$ cat config.mk
export PLATFORM = sky130hd
export DESIGN_NAME = wdt_keyed
export DESIGN_NICKNAME = d
export VERILOG_FILES = /design/src/rtl/wdt_pkg.sv /design/src/rtl/wdt_key_seq.sv /design/src/rtl/wdt_tick_chain.sv /design/src/rtl/wdt_down_cnt.sv /design/src/rtl/wdt_keyed.sv
export SDC_FILE = /design/constraint.sdc
export NUM_CORES = 1
export LEC_CHECK = 0
export ABC_AREA = 1
export BUFFER_PORTS_ARGS = -buffer_cell sky130_fd_sc_hd__buf_4
export CORE_ASPECT_RATIO = 1.1
export CORE_MARGIN = 2
export CORE_UTILIZATION = 30
export CTS_BUF_LIST = sky130_fd_sc_hd__clkbuf_8
export CTS_CLUSTER_SIZE = 25
export DETAILED_ROUTE_END_ITERATION = 16
export REMOVE_ABC_BUFFERS = 1
export SLEW_MARGIN = 20
export SYNTH_ARGS = -nofsm -noshare
export SYNTH_HDL_FRONTEND = slang
export SYNTH_HIERARCHICAL = 1
export SYNTH_SLANG_ARGS = --single-unit
$ cat constraint.sdc
create_clock -name clk -period 3.7 [get_ports clk]
set_input_delay 0.555 -clock clk [delete_from_list [all_inputs] [get_ports clk]]
set_output_delay 0.555 -clock clk [all_outputs]
set_load 0.01 [all_outputs]
$ cat src/rtl/wdt_pkg.sv
package wdt_pkg;

  typedef enum logic [1:0] {
    ADDR_CTRL   = 2'd0,
    ADDR_RELOAD = 2'd1,
    ADDR_KEY1   = 2'd2,
    ADDR_KEY2   = 2'd3
  } wdt_addr_e;

  localparam logic [7:0] KEY_FIRST  = 8'hA5;
  localparam logic [7:0] KEY_SECOND = 8'h5A;

  // Settings that pass through the shadow; the flag bit is handled apart.
  typedef struct packed {
    logic [2:0] pre;
    logic       lvr_en;
    logic       ofr_en;
    logic       run;
    logic       mode;
  } wdt_cfg_t;

  localparam wdt_cfg_t CFG_RST = '{pre: 3'd3, lvr_en: 1'b1, ofr_en: 1'b0,
                                   run: 1'b1, mode: 1'b1};

  function automatic wdt_cfg_t byte_to_cfg(input logic [7:0] b);
    wdt_cfg_t c;
    c.pre    = b[7:5];
    c.lvr_en = b[4];
    c.ofr_en = b[3];
    c.run    = b[2];
    c.mode   = b[0];
    return c;
  endfunction

endpackage

$ cat src/rtl/wdt_key_seq.sv
module wdt_key_seq
  import wdt_pkg::*;
(
  input  logic       clk,
  input  logic       rst_n,
  input  logic       bus_wr,
  input  logic [1:0] bus_addr,
  input  logic [7:0] bus_wdata,
  output logic       feed_ok
);

  logic armed_q;
  logic key1_hit;

  assign key1_hit = (bus_addr == ADDR_KEY1) && (bus_wdata == KEY_FIRST);
  assign feed_ok  = armed_q && bus_wr && (bus_addr == ADDR_KEY2) &&
                    (bus_wdata == KEY_SECOND);

  // Every bus write either arms (first key) or disarms the sequence.
  always_ff @(posedge clk or negedge rst_n) begin
    if (!rst_n)      armed_q <= 1'b0;
    else if (bus_wr) armed_q <= key1_hit;
  end

endmodule

$ cat src/rtl/wdt_tick_chain.sv
module wdt_tick_chain #(
  parameter int DIV      = 12,
  parameter int PRE_BITS = 3,
  parameter int PRE_BASE = 2
) (
  input  logic                clk,
  input  logic                rst_n,
  input  logic                osc_tick,
  input  logic                run,
  input  logic                clear,
  input  logic [PRE_BITS-1:0] pre_sel,
  output logic                step
);

  localparam int PSC_W = PRE_BASE + (1 << PRE_BITS);

  logic div_evt;

  generate
    if (DIV > 1) begin : g_div
      localparam int DIV_W = $clog2(DIV);
      logic [DIV_W-1:0] div_q;
      assign div_evt = osc_tick && run && (div_q == DIV_W'(DIV - 1));
      always_ff @(posedge clk or negedge rst_n) begin
        if (!rst_n)                div_q <= '0;
        else if (clear)            div_q <= '0;
        else if (div_evt)          div_q <= '0;
        else if (osc_tick && run)  div_q <= div_q + 1'b1;
      end
    end else begin : g_nodiv
      assign div_evt = osc_tick && run;
    end
  endgenerate

  logic [PSC_W-1:0] psc_q;
  logic [PSC_W-1:0] psc_last;

  always_comb begin
    psc_last = PSC_W'((64'd1 << (int'(pre_sel) + PRE_BASE)) - 64'd1);
  end

  assign step = !clear && div_evt && (psc_q == psc_last);

  always_ff @(posedge clk or negedge rst_n) begin
    if (!rst_n)       psc_q <= '0;
    else if (clear)   psc_q <= '0;
    else if (step)    psc_q <= '0;
    else if (div_evt) psc_q <= psc_q + 1'b1;
  end

endmodule

$ cat src/rtl/wdt_down_cnt.sv
module wdt_down_cnt #(
  parameter int               CNT_W      = 8,
  parameter logic [CNT_W-1:0] RELOAD_RST = '1
) (
  input  logic             clk,
  input  logic             rst_n,
  input  logic             load,
  input  logic [CNT_W-1:0] load_val,
  input  logic             step,
  input  logic             run,
  output logic             expire
);

  logic [CNT_W-1:0] cnt_q;

  // A feed (load) takes priority over an expiry in the same cycle.
  assign expire = !load && run && step && (cnt_q == '0);

  always_ff @(posedge clk or negedge rst_n) begin
    if (!rst_n)             cnt_q <= RELOAD_RST;
    else if (load)          cnt_q <= load_val;
    else if (expire)        cnt_q <= load_val;
    else if (run && step)   cnt_q <= cnt_q - 1'b1;
  end

endmodule

$ cat src/rtl/wdt_keyed.sv
module wdt_keyed
  import wdt_pkg::*;
#(
  parameter int               DIV        = 12,
  parameter int               PRE_BASE   = 2,
  parameter int               CNT_W      = 8,
  parameter logic [CNT_W-1:0] RELOAD_RST = '1
) (
  input  logic       clk,
  input  logic       rst_n,
  input  logic       osc_tick,
  input  logic       bus_wr,
  input  logic [1:0] bus_addr,
  input  logic [7:0] bus_wdata,
  output logic       wdt_rst,
  output logic       wdt_tof,
  output logic       lvr_en,
  output logic       ofr_en,
  output logic       wdt_run
);

  localparam int PRE_BITS = 3;

  wdt_cfg_t         shadow_q;
  wdt_cfg_t         act_q;
  logic [CNT_W-1:0] reload_q;
  logic             tof_q;
  logic             rst_q;
  logic             feed_ok;
  logic             step;
  logic             expire;
  logic             ctrl_wr;

  assign ctrl_wr = bus_wr && (bus_addr == ADDR_CTRL);

  wdt_key_seq u_key (
    .clk       (clk),
    .rst_n     (rst_n),
    .bus_wr    (bus_wr),
    .bus_addr  (bus_addr),
    .bus_wdata (bus_wdata),
    .feed_ok   (feed_ok)
  );

  wdt_tick_chain #(
    .DIV      (DIV),
    .PRE_BITS (PRE_BITS),
    .PRE_BASE (PRE_BASE)
  ) u_tick (
    .clk      (clk),
    .rst_n    (rst_n),
    .osc_tick (osc_tick),
    .run      (act_q.run),
    .clear    (feed_ok),
    .pre_sel  (act_q.pre),
    .step     (step)
  );

  wdt_down_cnt #(
    .CNT_W      (CNT_W),
    .RELOAD_RST (RELOAD_RST)
  ) u_cnt (
    .clk      (clk),
    .rst_n    (rst_n),
    .load     (feed_ok),
    .load_val (reload_q),
    .step     (step),
    .run      (act_q.run),
    .expire   (expire)
  );

  // Shadow and reload registers take bus writes directly.
  always_ff @(posedge clk or negedge rst_n) begin
    if (!rst_n) begin
      shadow_q <= CFG_RST;
      reload_q <= RELOAD_RST;
    end else if (bus_wr) begin
      if (bus_addr == ADDR_CTRL)   shadow_q <= byte_to_cfg(bus_wdata);
      if (bus_addr == ADDR_RELOAD) reload_q <= CNT_W'(bus_wdata);
    end
  end

  // Active settings move only on a completed key sequence.
  always_ff @(posedge clk or negedge rst_n) begin
    if (!rst_n)       act_q <= CFG_RST;
    else if (feed_ok) act_q <= shadow_q;
  end

  always_ff @(posedge clk or negedge rst_n) begin
    if (!rst_n) begin
      tof_q <= 1'b0;
      rst_q <= 1'b0;
    end else begin
      rst_q <= expire && act_q.mode;
      if (expire)                       tof_q <= 1'b1;
      else if (ctrl_wr && !bus_wdata[1]) tof_q <= 1'b0;
    end
  end

  assign wdt_rst = rst_q;
  assign wdt_tof = tof_q;
  assign lvr_en  = act_q.lvr_en;
  assign ofr_en  = act_q.ofr_en;
  assign wdt_run = act_q.run;

endmodule

* Yosys cells after proc, flatten, opt, wreduce, memory -nomap -nowiden
Index checks and enable logic that the tools add are counted.
** Operators by class
- Add/subtract/negate cells :: 5
- Muxes and demuxes :: 11
- Equality and inequality tests :: 7
- Reduce and logical (&&, ||, !) cells :: 25
- Shifts and indexed selects :: 1
** Operators with widths (number)
- left shift 1 x 32 -> 10 bit (first input constant) :: 1
- two-way mux 10 bit :: 3
- two-way mux 8 bit :: 3
- logical AND 1 bit :: 15
- two-way mux 4 bit :: 3
- adder 10 x 1 -> 10 bit (second input constant) :: 1
- == test 10 bit :: 1
- subtractor 10 x 1 -> 10 bit (second input constant) :: 1
- nonzero test 3 bit :: 3
- == test 8 x 7 -> 1 bit (second input constant) :: 1
- == test 8 bit (second input constant) :: 1
- logical NOT 8 bit :: 1
- subtractor 8 x 1 -> 8 bit (second input constant) :: 1
- adder 3 x 2 -> 4 bit (second input constant) :: 1
- adder 4 x 1 -> 4 bit (second input constant) :: 1
- == test 2 bit (second input constant) :: 2
- == test 4 bit (second input constant) :: 1
- AND reduction 2 bit :: 2
- == test 2 x 1 -> 1 bit (second input constant) :: 1
- logical NOT 1 bit :: 2
- logical NOT 2 bit :: 1
- two-way mux 1 bit :: 2
- nonzero test 2 bit :: 1
** Storage, ports and cells
- Register bits after elaboration :: 47
- Logic and storage cells :: 66
- Input bits :: 14
- Output and inout bits :: 5

* Depth between registers and ports, before layout
Gate-level depths: netlist of run 1.
- Depth after elaboration :: 10
- Gate-level depth with buffers :: 21

* Modules after synthesis
The synthesis of run 1 kept the hierarchy.
** Modules (own cells, without submodules)
- wdt_tick_chain :: cells each 190, area an instance 1199.9 um^2, instances 1
- wdt_keyed :: cells each 96, area an instance 1002.2 um^2, instances 1
- wdt_down_cnt :: cells each 104, area an instance 676.9 um^2, instances 1
- wdt_key_seq :: cells each 27, area an instance 131.4 um^2, instances 1

* Least setup slack after synthesis of run 1
OpenSTA, ideal clock, no wires.
- Path kind :: reg2reg
- From :: reg act_q[5] (netlist name)
- To :: reg rst_q (netlist: wdt_rst)
- Period minus slack after synthesis :: 2.876 ns
- Cell stages (with the launch flop) :: 19
- Data arrival time :: 2.812 ns
- Path slack :: 0.824 ns
- Path through :: dfstp_2 -> inv_2 -> ha_1 -> nor2_2 -> nand2_1 -> ha_1 -> xnor2_1 -> nor2_1 -> nand3_1 -> nor2_1 -> nand3_2 -> buf_6 -> nor2_2 -> nand2_1 -> inv_1 -> nand4_1 -> nor4_1 -> nand2_1 -> inv_1
** Between the ends
- Cells in the longest elaborated chain, start to end :: 8
** Ends and longest elaborated chain
- from (decl) :: line wdt_keyed.sv:25 : wdt_cfg_t act_q;
- from (signal assigned) :: line wdt_keyed.sv:86 : else if (feed_ok) act_q <= shadow_q;
- adder 3 x 2 -> 4 bit :: line wdt_tick_chain.sv:39 : psc_last = PSC_W'((64'd1 << (int'(pre_sel) + PRE_BASE)) - 64'd1);
- left shift 1 x 32 -> 10 bit :: line wdt_tick_chain.sv:39
- subtractor 10 x 1 -> 10 bit :: line wdt_tick_chain.sv:39
- == test 10 bit :: line wdt_tick_chain.sv:42 : assign step = !clear && div_evt && (psc_q == psc_last);
- logical AND 1 bit :: line wdt_tick_chain.sv:42
- via step :: line wdt_keyed.sv:30 : logic step;
- logical AND 1 bit (2 in series) :: line wdt_down_cnt.sv:17 : assign expire = !load && run && step && (cnt_q == '0);
- via expire :: line wdt_keyed.sv:31 : logic expire;
- logical AND 1 bit :: line wdt_keyed.sv:94 : rst_q <= expire && act_q.mode;
- to (signal assigned) :: line wdt_keyed.sv:94
- to (decl) :: line wdt_keyed.sv:28 : logic rst_q;
The timed path passes the listed nets, and every way through them passes these cells.
A chain may end at the register's enable or synchronous reset.

* Worst setup path in the final report of run 1
Same ends and word-level chain as after synthesis.

==> results of run 1 <==
[synth_stat cells]
library cell / instances / share of area (%)
nand2_1: 150 / 19
inv_1: 58 / 7.2
nor2_1: 38 / 4.7
nand3_1: 27 / 4.5
dfstp_2: 26 / 23
dfrtp_1: 21 / 17
o21ai_2: 12 / 3.5
o21ai_0: 9 / 1.5
ha_1: 8 / 3.3
inv_2: 6 / 0.75
nor3_1: 6 / 1.0
a21oi_1: 5 / 0.83
nand2_2: 5 / 1.0
nor2_2: 5 / 1.0
buf_6: 4 / 1.5
nand4_1: 4 / 0.83
o21ai_1: 4 / 0.67
xor2_1: 4 / 1.2
nor4_1: 3 / 0.62
xnor2_1: 3 / 0.87
nand3_2: 2 / 0.67
nand3b_1: 2 / 0.50
nor2_4: 2 / 0.75
o21bai_1: 2 / 0.50
a21oi_2: 1 / 0.29
and3_4: 1 / 0.37
buf_2: 1 / 0.17
clkbuf_1: 1 / 0.12
nand2_4: 1 / 0.37
nand2_8: 1 / 0.67
nand3_4: 1 / 0.58
nor3_2: 1 / 0.33
nor3b_1: 1 / 0.25
o211ai_1: 1 / 0.25
o31ai_1: 1 / 0.25
[layout make-up]
class | instances | area share, %
Multi-Input combinational cell | 300 | 44.4
Sequential cell | 47 | 35.6
Inverter | 64 | 7.08
Timing Repair Buffer | 20 | 4.42
Tap cell | 120 | 4.42
Clock buffer | 5 | 2.03
Clock inverter | 3 | 1.99
[cells by family after synthesis]
family	synth area share, %
xor gates and xnor gates	2.04
DFF	40.1
AOI/OAI and AO/OA	7.77
and+or+nand+nor	36.9
adders and majority gates	3.33
buffers and inverters	9.77
[placed cells by master (no fill, tap or decap), drive strengths merged]
master,instances
a21oi,6
and3,1
buf,20
bufinv,2
clkbuf,5
clkinvlp,1
dfrtp,21
dfstp,26
ha,8
inv,64
nand2,157
nand3,30
nand3b,2
nand4,4
nor2,45
nor3,7
nor3b,1
nor4,3
o211ai,1
o21ai,25
o21bai,2
o31ai,1
xnor2,3
xor2,4
[report_power, final]
part | internal, mW | switching, mW
clock network | 0.269 | 0.181
registers | 0.584 | 0.0430
logic | 0.0620 | 0.0860
total | 0.915 | 0.310
[metrics by stage]
step | power (mW) | util, %
after floorplan | 0.729 | -
after global placement | 0.779 | 33.3
after detailed placement | 0.785 | 33.3
after CTS | 1.24 | 34.6
after global routing | 1.30 | 34.6
final | 1.23 | 34.6
[critical path, stage by stage (launching register included)]
cell and delay (ns):
dfstp_2 0.62, inv_2 0.08, ha_1 0.34, nor2_2 0.21, nand2_1 0.10, ha_1 0.31, xnor2_1 0.12, nor2_1 0.09
nand3_1 0.09, nor2_1 0.11, nand3_2 0.24, nor2_2 0.18, nand2_1 0.10, inv_1 0.10, nand4_1 0.09, nor4_1 0.27
nand2_1 0.09, inv_1 0.06
[path summary, 6_finish.rpt]
check	from	end	slack (ns)	cells after the start
setup / recovery	act_q[5]$_DFFE_PN1P_	wdt_rst$_DFF_PN0_	0.44	17
hold / removal	rst_n	u_key/armed_q$_DFFE_PN0P_	0.25	1
setup reg to reg	act_q[5]$_DFFE_PN1P_	wdt_rst$_DFF_PN0_	0.44	17
hold reg to reg	reload_q[7]$_DFFE_PN1P_	reload_q[7]$_DFFE_PN1P_	0.48	2
max in group asynchronous	rst_n	u_tick/g_div.div_q[3]$_DFFE_PN0P_	3.06	1
min in group clk	reload_q[7]$_DFFE_PN1P_	reload_q[7]$_DFFE_PN1P_	0.48	2
[per-layer routing]
| metal | vias up | share of wire [%] | GRT usage [%] |
|---|---|---|---|
| met1 | 1180 | 48 | 15.8 |
| met2 | 45 | 46 | 20.8 |
| met5 | - | 0 | 0 |
| met3 | 17 | 3.1 | 1.92 |
| met4 | 0 | 2.9 | 5.68 |
| li1 | 1331 | - | - |
[flip-flops by register name, summed over array words and instances (netlist names)]
signal              count
reload_q                8
act_q                   4
lvr_en                  1
u_cnt/cnt_q             8
wdt_rst                 1
wdt_run                 1
u_tick/psc_q           10
wdt_tof                 1
shadow_q                7
u_key/armed_q           1
ofr_en                  1
u_tick/g_div.div_q      4
==> flow_metrics.tcl, run 1 <==
set metrics [dict create \
    insertion_delay_ns 0.30 \
    period_minus_slack_ns 3.26 \
    cts_setup_buffers 0 \
    clkTransAtPathRegs_ns 0.09 \
    cts_buffer_depth 2 \
    die_w_um 99.5 \
    grt_pass1_vias 2414 \
    dp_slack_ns 0.451 \
    globalplace.congestion 0.883 \
    synth_cells 417 \
    worstPathRequired_ns 3.94 \
    grt_max_degree 48 \
    skew_ns 0.00507 \
    fillers 1043 \
    arrival_ns 3.50 \
    dpl_cell_area_um2 3260 \
    core-area_um2 9790 \
    fmax_mhz 307 \
    cts_resized 0 \
    io_pins 19 \
    cts-root-buf "clkbuf_8" \
    relSlewSlack_pct 61.1 \
    drt_pass1_iterations 4 \
    setup_viol 0 \
    rows 38 \
    wl_per_cell_um 11.0 \
    final_net_count 460 \
    io_buffers 18 \
    wirelength_um 6160 \
    ys_seq_area_share_pct 40.1 \
    start_util_pct 30.7 \
    clock-sinks 47 \
    max_cap_violations 0 \
    multiInputGateArea_um2 1510 \
    rsz0062_at_grt "false" \
    grt_pass1_wl_um 11000 \
    hpwlAfterDp_um 4620 \
    yosysWarnings 6 \
    worstMarginPinSlew_ns 0.584 \
    dieArea_um2 10900 \
    hold_violations 0 \
    setup_slack_ns 0.439 \
    ant_nets 0 \
    path_max_fanout 11 \
    ys_ff_latch 47 \
    final_area_um2 3390 \
    grt_usage_pct 12.4 \
    power_leakage_nw 1.67 \
    drc 0 \
    cts_buffers 5 \
    drive_gt1_share_pct 21.0 \
    ff_latch_area_um2 1210 \
    die_y_um 109 \
    worstSetupStartpointType "flop" \
    fin_hold_ws_ns 0.252 \
    dpl.cell_count 551 \
    worstSetupPathType "reg2reg" \
    end_kind "flop" \
    antenna_found_initial 0 \
    n_antenna_cell 0 \
    num_vias 2573 \
    min_path_type "in2async" \
    vias_per_cell 4.60 \
    fin_cells 559 \
    peakVddDrop_mv 0.193 \
    cts_tree "built" \
    grt_overflow 0 \
    syn_area_um2 3010 \
    drt_iter0_markers 134 \
    syn_area_per_cell_um2 7.22 \
    status "complete, no violations" \
    cts-htree-levels 2 \
    yosys.cell_types.count 35 \
    power.density_nw_per_um2 361 \
    tns_ns 0 \
    flow.area_growth_from_synthesis_pct 12.7 \
    period_share_pct 88.1 \
    cts_hold_buffers 0 \
    slew_violations 0 \
]
No activity file was read; power rests on OpenSTA's default activity.
==> run 2, diff against run 1 <==
Settings changed: GPL_ROUTABILITY_DRIVEN from default to 0.
Clock period 3.7 ns to 3.9 ns, I/O delays scaled along.
==> run 2 against run 1 <==
- clock skew increased by 0.0020 ns
- maximum frequency rose by 1.5%
- first-iteration DRC count fell by 11%
- utilization shrank 0.20 points
- global-route usage grew 0.11 points
- critical path type unchanged
- largest power group unchanged
- highest routed layer unchanged
==> flow_metrics.tcl, run 2 (same netlist as run 1, synthesis figures left out) <==
set metrics [dict create \
    io_buffers 18 \
    path_cells "inv_2, ha_1, nor2_2, nand2_1, ha_1, xnor2_1, nor2_1, nand3_1, nor2_1, nand3_2, nor2_2, nand2_1, inv_1, nand4_1, nor4_1, nand2_1, inv_1" \
    arrival_ns 3.46 \
    setup_slack_ns 0.687 \
    slowest_delay_ns 0.62 \
    peakVddDrop_mv 0.165 \
    clkTransAtPathRegs_ns 0.10 \
    drive_gt1_share_pct 21.0 \
    rows 38 \
    grt_overflow 0 \
    slew_violations 0 \
    start_util_pct 30.7 \
    crit_slowest_cell "dfstp_2" \
    die_y_um 109 \
    clock-sinks 47 \
    rsz0062_at_grt "false" \
    grt_pass1_wl_um 11000 \
    layout_commonest_cell "nand2_1" \
    cts-htree-levels 2 \
    drt_iter0_markers 119 \
    cts-root-buf "clkbuf_8" \
    hpwlAfterDp_um 4710 \
    core-area_um2 9790 \
    largest_register_ffs 10 \
    reg2reg_setup_slack_ns 0.69 \
    met3_usage_pct 1.79 \
    relSlewSlack_pct 60.3 \
    end_kind "flop" \
    rr_startpoint "act_q[5]$_DFFE_PN1P_" \
    ant_nets 0 \
    cts_hold_buffers 0 \
    period_share_pct 82.4 \
    status "complete, no violations" \
    tns_ns 0 \
    power_leakage_nw 1.66 \
    max_cap_violations 0 \
    final_net_count 460 \
    grt_usage_pct 12.5 \
    cts_tree "built" \
    path_max_fanout 11 \
    r2r-end "wdt_rst$_DFF_PN0_" \
    met2_usage_pct 21.9 \
    power.density_nw_per_um2 329 \
    skew_ns 0.00712 \
    hold_violations 0 \
    n_antenna_cell 0 \
    crit_path_frequent_cell "nand2_1" \
    vias_per_cell 4.55 \
    worstSetupStartpointType "flop" \
    cts_buffers 5 \
    antenna_found_initial 0 \
    drc 0 \
    dieArea_um2 10900 \
    drt_pass1_iterations 4 \
    worstMarginPinSlew_ns 0.595 \
    fmax_mhz 311 \
    cts_setup_buffers 0 \
    grt_pass1_vias 2404 \
    grt_max_degree 48 \
    period_minus_slack_ns 3.21 \
    regMostFlops "u_tick/psc_q" \
    wirelength_um 6250 \
    insertion_delay_ns 0.31 \
    dp_slack_ns 0.676 \
    wl_per_cell_um 11.2 \
    cts_resized 0 \
    num_vias 2541 \
    min_path_type "in2async" \
    largest_registers "u_tick/psc_q (10), reload_q (8), u_cnt/cnt_q (8)" \
    worstSetupPathType "reg2reg" \
    setup_viol 0 \
    reg2reg_depth 17 \
    use_met1_pct 15.9 \
    grt_busiest_layer "met2" \
    flow.area_growth_from_synthesis_pct 12.1 \
    io_pins 19 \
    layout_common_cells "nand2_1 (150), inv_1 (58), nor2_1 (38)" \
    cts_buffer_depth 2 \
    die_w_um 99.5 \
    worstPathRequired_ns 4.15 \
]
[run 2: cell types whose count changed in the layout (fill, tap and decap cells not counted), sizes merged]
| cell | before | now |
|---|---|---|
| clkinvlp | 1 | 0 |
| bufinv | 2 | 1 |
| inv | 64 | 65 |
| clkinv | 0 | 1 |
[run 2: cell type report]
class	count	area, µm²
flip-flops and latches	47	1210
clock buffers	5	68.8
clock inverters	3	47.5
repair buffers	20	150
inverters	64	240
fillers	1070	6420
multi-input cells	300	1510
well taps	120	150
[run 2: how the worst max path moves through the flow]
stage / end / slack [ns] / from / cells past startpoint
floorplan: wdt_rst$_DFF_PN0_ / 1.03 / act_q[5]$_DFFE_PN1P_ / 17
global placement: wdt_rst$_DFF_PN0_ / 0.75 / act_q[5]$_DFFE_PN1P_ / 17
detailed placement: wdt_rst$_DFF_PN0_ / 0.68 / act_q[5]$_DFFE_PN1P_ / 17
CTS: wdt_rst$_DFF_PN0_ / 0.64 / act_q[5]$_DFFE_PN1P_ / 17
global route: wdt_tof$_DFFE_PN0P_ / 0.26 / act_q[5]$_DFFE_PN1P_ / 20
finish: wdt_rst$_DFF_PN0_ / 0.69 / act_q[5]$_DFFE_PN1P_ / 17
[run 2: per-layer routing]
| metal | share of wire, % | routed length, µm |
|---|---|---|
| met3 | 2.8 | 174 |
| met4 | 1.2 | 78 |
| met2 | 48 | 3000 |
| met5 | 0 | 0 |
| met1 | 48 | 3000 |
[run 2: per-stage QoR]
step | total power, mW | std cells | util (%) | cell area (µm²) | hold WS, ns
after CTS | 1.12 | 559 | 34.4 | 3370 | 0.303
after global placement | 0.739 | 551 | 33.3 | 3260 | 0.466
after floorplan | 0.691 | 411 | - | 2960 | 0.289
after global routing | 1.17 | 559 | 34.4 | 3370 | 0.329
after detailed placement | 0.746 | 551 | 33.3 | 3260 | 0.468
final | 1.11 | 559 | 34.4 | 3370 | 0.271
[run 2: where the power goes]
| part | switching (mW) | total, mW | internal (mW) | leakage [nW] |
|---|---|---|---|---|
| sequential | 0.0403 | 0.594 | 0.554 | 0.541 |
| combinational | 0.0819 | 0.141 | 0.0591 | 1.06 |
| clock | 0.181 | 0.375 | 0.195 | 0.0587 |
| total | 0.303 | 1.11 | 0.807 | 1.66 |
[run 2: worst max-delay path: cells and delay by family, from the launching register on]
kind / cells / cell delay (ns)
AND/OR/NAND/NOR: 11 / 1.53
flip-flops: 1 / 0.62
adder cells (fa/ha/maj): 2 / 0.66
buffers and inverters: 3 / 0.24
XOR/XNOR: 1 / 0.12
